File: src/rtl/pci_par_pkg.sv
package pci_par_pkg;
  // status bit positions
  localparam int STS_W   = 2;
  localparam int STS_DPE = 0;  // parity error seen
  localparam int STS_SSE = 1;  // system error signalled
  // clocks the data-error pin is held high before release
  localparam int PERR_TAIL = 2;

  function automatic logic even_bit(input logic [63:0] v);
    return ^v;
  endfunction
endpackage

File: src/rtl/pci_par_gen.sv
module pci_par_gen #(
  parameter int AD_W = 32,
  parameter int BE_W = 4
) (
  input  logic            clk,
  input  logic            rst,
  input  logic [AD_W-1:0] ad_i,
  input  logic [BE_W-1:0] cbe_n_i,
  input  logic            rd_oe_i,
  output logic            par_o,
  output logic            par_oe_o
);
  localparam int TOT_W = AD_W + BE_W;

  logic [63:0] vec;
  always_comb begin
    vec = '0;
    vec[TOT_W-1:0] = {cbe_n_i, ad_i};
  end

  always_ff @(posedge clk) begin
    if (rst) begin
      par_o    <= 1'b0;
      par_oe_o <= 1'b0;
    end else begin
      par_o    <= pci_par_pkg::even_bit(vec);
      par_oe_o <= rd_oe_i;
    end
  end
endmodule

File: src/rtl/pci_par_check.sv
module pci_par_check #(
  parameter int AD_W = 32,
  parameter int BE_W = 4
) (
  input  logic            clk,
  input  logic            rst,
  input  logic [AD_W-1:0] ad_i,
  input  logic [BE_W-1:0] cbe_n_i,
  input  logic            par_i,
  input  logic            addr_phase_i,
  input  logic            wr_data_i,
  input  logic            special_i,
  input  logic            own_drive_i,
  output logic            addr_err_o,
  output logic            data_err_o,
  output logic            special_o
);
  localparam int TOT_W = AD_W + BE_W;

  logic [63:0] vec;
  logic        pend_a, pend_d, pend_s, pend_p;
  logic        mism, active;

  always_comb begin
    vec = '0;
    vec[TOT_W-1:0] = {cbe_n_i, ad_i};
  end

  // capture the phase, compare with PAR one clock later
  always_ff @(posedge clk) begin
    if (rst) begin
      pend_a <= 1'b0;
      pend_d <= 1'b0;
      pend_s <= 1'b0;
      pend_p <= 1'b0;
    end else begin
      pend_a <= addr_phase_i;
      pend_d <= wr_data_i & ~addr_phase_i;
      pend_s <= special_i;
      pend_p <= pci_par_pkg::even_bit(vec);
    end
  end

  assign mism       = par_i ^ pend_p;
  assign active     = mism & ~own_drive_i;
  assign addr_err_o = pend_a & active;
  assign data_err_o = pend_d & active;
  assign special_o  = pend_s;
endmodule

File: src/rtl/pci_err_drive.sv
module pci_err_drive #(
  parameter int TAIL = pci_par_pkg::PERR_TAIL
) (
  input  logic clk,
  input  logic rst,
  input  logic perr_req_i,
  input  logic serr_req_i,
  output logic perr_n_o,
  output logic perr_oe_o,
  output logic serr_n_o,
  output logic serr_oe_o
);
  localparam int CW = $clog2(TAIL + 1);

  logic [CW-1:0] tail_q;

  always_ff @(posedge clk) begin
    if (rst) begin
      perr_n_o  <= 1'b1;
      perr_oe_o <= 1'b0;
      tail_q    <= '0;
    end else if (perr_req_i) begin
      perr_n_o  <= 1'b0;
      perr_oe_o <= 1'b1;
      tail_q    <= CW'(TAIL);
    end else if (tail_q != '0) begin
      perr_n_o  <= 1'b1;
      perr_oe_o <= 1'b1;
      tail_q    <= tail_q - 1'b1;
    end else begin
      perr_n_o  <= 1'b1;
      perr_oe_o <= 1'b0;
    end
  end

  always_ff @(posedge clk) begin
    if (rst) begin
      serr_n_o  <= 1'b1;
      serr_oe_o <= 1'b0;
    end else begin
      serr_n_o  <= ~serr_req_i;
      serr_oe_o <= serr_req_i;
    end
  end
endmodule

File: src/rtl/pci_sts_bits.sv
module pci_sts_bits #(
  parameter int W = pci_par_pkg::STS_W
) (
  input  logic         clk,
  input  logic         rst,
  input  logic [W-1:0] set_i,
  input  logic [W-1:0] clr_i,
  output logic [W-1:0] sts_o
);
  for (genvar i = 0; i < W; i++) begin : g_bit
    always_ff @(posedge clk) begin
      if (rst)           sts_o[i] <= 1'b0;
      else if (set_i[i]) sts_o[i] <= 1'b1;
      else if (clr_i[i]) sts_o[i] <= 1'b0;
    end
  end
endmodule

File: src/rtl/pci_par_unit.sv
module pci_par_unit
  import pci_par_pkg::*;
#(
  parameter int AD_W = 32,
  parameter int BE_W = 4
) (
  input  logic             clk,
  input  logic             rst,
  input  logic [AD_W-1:0]  ad_i,
  input  logic [BE_W-1:0]  cbe_n_i,
  input  logic             par_i,
  input  logic             addr_phase_i,
  input  logic             wr_data_i,
  input  logic             rd_oe_i,
  input  logic             special_i,
  input  logic             perr_en_i,
  input  logic             serr_en_i,
  input  logic [STS_W-1:0] sts_clr_i,
  output logic             par_o,
  output logic             par_oe_o,
  output logic             perr_n_o,
  output logic             perr_oe_o,
  output logic             serr_n_o,
  output logic             serr_oe_o,
  output logic [STS_W-1:0] sts_o
);
  logic addr_err, data_err, spec;
  logic perr_req, serr_req;
  logic [STS_W-1:0] sts_set;

  pci_par_gen #(.AD_W(AD_W), .BE_W(BE_W)) gen_i (
    .clk(clk), .rst(rst), .ad_i(ad_i), .cbe_n_i(cbe_n_i),
    .rd_oe_i(rd_oe_i), .par_o(par_o), .par_oe_o(par_oe_o)
  );

  pci_par_check #(.AD_W(AD_W), .BE_W(BE_W)) chk_i (
    .clk(clk), .rst(rst), .ad_i(ad_i), .cbe_n_i(cbe_n_i), .par_i(par_i),
    .addr_phase_i(addr_phase_i), .wr_data_i(wr_data_i), .special_i(special_i),
    .own_drive_i(par_oe_o), .addr_err_o(addr_err), .data_err_o(data_err),
    .special_o(spec)
  );

  // special-cycle data errors move to the system-error pin
  assign perr_req = data_err & ~spec & perr_en_i;
  assign serr_req = (addr_err | (data_err & spec)) & serr_en_i;

  pci_err_drive #(.TAIL(PERR_TAIL)) drv_i (
    .clk(clk), .rst(rst), .perr_req_i(perr_req), .serr_req_i(serr_req),
    .perr_n_o(perr_n_o), .perr_oe_o(perr_oe_o),
    .serr_n_o(serr_n_o), .serr_oe_o(serr_oe_o)
  );

  always_comb begin
    sts_set          = '0;
    sts_set[STS_DPE] = addr_err | data_err;
    sts_set[STS_SSE] = serr_req;
  end

  pci_sts_bits #(.W(STS_W)) sts_i (
    .clk(clk), .rst(rst), .set_i(sts_set), .clr_i(sts_clr_i), .sts_o(sts_o)
  );
endmodule

File: config.mk
export PLATFORM = sky130hd
export DESIGN_NAME = pci_par_unit
export DESIGN_NICKNAME = d
export VERILOG_FILES = /design/src/rtl/pci_par_pkg.sv /design/src/rtl/pci_par_gen.sv /design/src/rtl/pci_par_check.sv /design/src/rtl/pci_err_drive.sv /design/src/rtl/pci_sts_bits.sv /design/src/rtl/pci_par_unit.sv
export SDC_FILE = /design/constraint.sdc
export NUM_CORES = 1
export LEC_CHECK = 0
export ABC_CLOCK_PERIOD_IN_PS = 2800
export CAP_MARGIN = 40
export CORE_MARGIN = 5
export CORE_UTILIZATION = 33
export CTS_CLUSTER_SIZE = 10
export DETAILED_ROUTE_END_ITERATION = 12
export GPL_TIMING_DRIVEN = 0
export PLACE_DENSITY = 0.79
export SETUP_SLACK_MARGIN = 0.5
export SYNTH_ARGS = -nofsm -noshare
export SYNTH_HDL_FRONTEND = slang
export SYNTH_SLANG_ARGS = --single-unit
File: constraint.sdc
create_clock -name clk -period 2.8 [get_ports clk]
set_clock_uncertainty 0.15 [all_clocks]
set_input_delay 0.84 -clock clk [delete_from_list [all_inputs] [get_ports clk]]
set_output_delay 0.84 -clock clk [all_outputs]
set_load 0.02 [all_outputs]
==> flow_summary.ini <==
[cts]
htree_num_levels = 1
cts_tree = done
cts_sinks = 13
clk_pin_slew_worst_paths_ns = 0.07
cts_root_buffer = clkbuf_4
cts_buffers = 3
holdBufCountCts = 0
cts_max_path_buffers = 2
clk_latency_ns = 0.27

[routing]
drc = 0
ant_nets = 0
vias = 641
drtIter0Drc = 15
wire_per_inst_um = 11.97
vias_per_cell = 4.057
dr.pass1.iters = 4
routed_wl_mm = 1.891

[power_and_ir_drop]
max-vdd-ir-drop_uv = 391.0
combPwrFrac_pct = 46.3
power.leakage_nw = 0.5500
p_per_area_nw_per_um2 = 445.8
power_mw = 0.5885
power.internal_mw = 0.4295
seq_power_share_pct = 34.8
switching_power_mw = 0.1590
p_clk_share_pct = 18.9
switching_share_pct = 27.02

[placed_design]
dpl-instance-area_um2 = 1303
dp_hpwl_mm = 1.618
finalWeightedCongestion = 0.7057
portBuffers = 54

[final_layout]
final_cell_mix = xnor2_1 (24), clkdlybuf4s50_1 (21), dlygate4sd2_1 (17)
nets = 178
drive_gt1_share_pct = 9.231
multi_input_area_um2 = 481.7
final_common_cell = xnor2_1
antennaDiodeCount = 0
nFillCells = 207
area_growth_syn_to_layout_pct = 81.58
seqCellArea_um2 = 260.3
final_area_um2 = 1320

[grt]
grt_pass1_wl_mm = 3.153
grt_overflow = 0
antenna_found_initial = 0
grt_usage_pct = 12.49
grt_pass1_vias = 706
grt_max_degree = 11

[critical_path]
crit_arrival_ns = 2.31
critPathKind = in -> reg
critPathMaxStageDelay_ns = 0.44
endpoint_kind = flop
critPathRequiredTime_ns = 2.82
cp_cell_sequence = clkdlybuf4s50_1, xnor2_2, xnor2_1, xnor3_1, nor2b_1, mux2_4
cp-start-kind = input pin
path_max_fanout = 2
worst_path_max_delay_cell = clkdlybuf4s50_1
reg2reg_slack_ns = 1.41

[yosys]
synth_cell_types = 16
avgSynthCellArea_um2 = 10.10
syn-cell-area_um2 = 726.9
synth_seq_area_share_pct = 35.80
ys_seq_elements = 13
synthesis.instances = 72
ys_warn_count = 0
syn-num-nets = 119

[die]
die_h_um = 56.94
dieArea_um2 = 3242
num_rows = 17
initial_core_util_pct = 33.84
die_width_um = 56.94
core_area_um2 = 2148
io_pins = 55

[sta]
hold_violations = 0
finalSetupViolations = 0
fmax_ghz = 0.4363
rsz0062_at_grt = no
worst_slew_pin_slew_ns = 0.4146
slew_headroom_pct = 72.15
finalCritPeriodShare_pct = 81.86
fin_crit_ns = 2.292
slew_viol_final = 0

[status]
status = finished clean

[flow_run]
drv_cap = 0

[min_path]
hold_class = reg -> reg
[worst max-delay path: cells and delay by family]
family,cells,cell delay (ns)
muxes,1,0.25
and+or+nand+nor,1,0.15
buffers and inverters,1,0.44
xor gates and xnor gates,3,0.64
[cell usage after synthesis, drive strengths merged]
cell | instances | area (um^2)
xnor2 | 27 | 236.5
dfxtp | 13 | 260.3
nor2 | 4 | 15.01
nor2b | 4 | 25.02
xor2 | 4 | 35.03
a21oi | 3 | 15.01
nand2 | 3 | 11.26
nand2b | 3 | 18.77
nor3 | 2 | 10.01
nor4b | 2 | 17.52
xnor3 | 2 | 45.04
clkbuf | 1 | 3.750
inv | 1 | 3.750
mux2 | 1 | 15.01
nor3b | 1 | 7.510
o21bai | 1 | 7.510
[per-layer routing]
layer	vias up	share of wire [%]	GRT usage [%]	routed length, um
met5	-	0	0	0
met4	0	0.79	2.980	15
met3	2	8.0	5.656	152
met2	24	58	23.49	1093
met1	270	33	12.41	629
li1	345	-	-	-
[power by group through the flow]
stage          Combinational (mW)  Clock, mW  Sequential, mW
4_1_cts                     0.274      0.117           0.205
3_3_place_gp                0.280          0           0.209
6_report                    0.272      0.111           0.205
5_1_grt                     0.291      0.130           0.206
2_1_floorplan               0.165          0           0.222
3_5_place_dp                0.285          0           0.209
[path summary, 6_finish.rpt]
path,from,to,cells after the start
worst max register to register,chk_i.pend_p,drv_i.perr_oe_o,5
worst max-delay path,ad_i[28],chk_i.pend_p,6
worst min register to register,sts_i.sts_o[1],sts_i.sts_o[1],2
worst min-delay path,sts_i.sts_o[1],sts_i.sts_o[1],2
[cells by family (layout without fill, tap and decap cells)]
| logic type | count (synthesis) | after routing | synth area share [%] |
|---|---|---|---|
| flops | 13 | 13 | 35.80 |
| buf+inv | 2 | 60 | 1.032 |
| compound gates | 4 | 4 | 3.098 |
| mux | 1 | 1 | 2.065 |
| simple gates | 19 | 19 | 14.46 |
| xor+xnor | 33 | 33 | 43.55 |
[cell type report]
cell class / instances / area share (%)
Buffer: 1 / 0.2844
Inverter: 1 / 0.2844
Sequential cell: 13 / 19.72
Timing Repair Buffer: 54 / 38.48
Clock buffer: 3 / 1.706
Multi-Input combinational cell: 57 / 36.49
Clock inverter: 1 / 0.3791
Tap cell: 28 / 2.654
[state kept, by name (all words and copies together), names as in the netlist]
| signal | flops |
|---|---|
| chk_i.pend_p | 1 |
| drv_i.serr_n_o | 1 |
| chk_i.special_o | 1 |
| drv_i.serr_oe_o | 1 |
| sts_i.sts_o | 2 |
| chk_i.pend_a | 1 |
| drv_i.perr_n_o | 1 |
| chk_i.pend_d | 1 |
| drv_i.tail_q | 2 |
| gen_i.par_oe_o | 1 |
| drv_i.perr_oe_o | 1 |
[metrics by stage]
step / utilization (%) / hold WS [ns] / worst slack (ns) / TNS (ns) / std cells
final: 61.44 / 0.2964 / 0.5080 / 0 / 158
after global routing: 61.44 / 0.3529 / 0.4445 / 0 / 158
after CTS: 60.86 / 0.2966 / 0.5003 / 0 / 158
after detailed placement: 60.63 / 0.2862 / -0.03109 / -0.03109 / 154
after global placement: 60.63 / 0.2809 / -0.004847 / -0.004847 / 154
after floorplan: - / 0.2747 / 0.5298 / 0 / 72
[timing repair]
action                     in CTS  in global routing
gates resized for setup        41                 14
setup endpoints to repair       1                  1
pin swaps                      29                  9
hold endpoints to repair        0                  0
buffers inserted                0                  0
(Power assumes the default switching activity.)
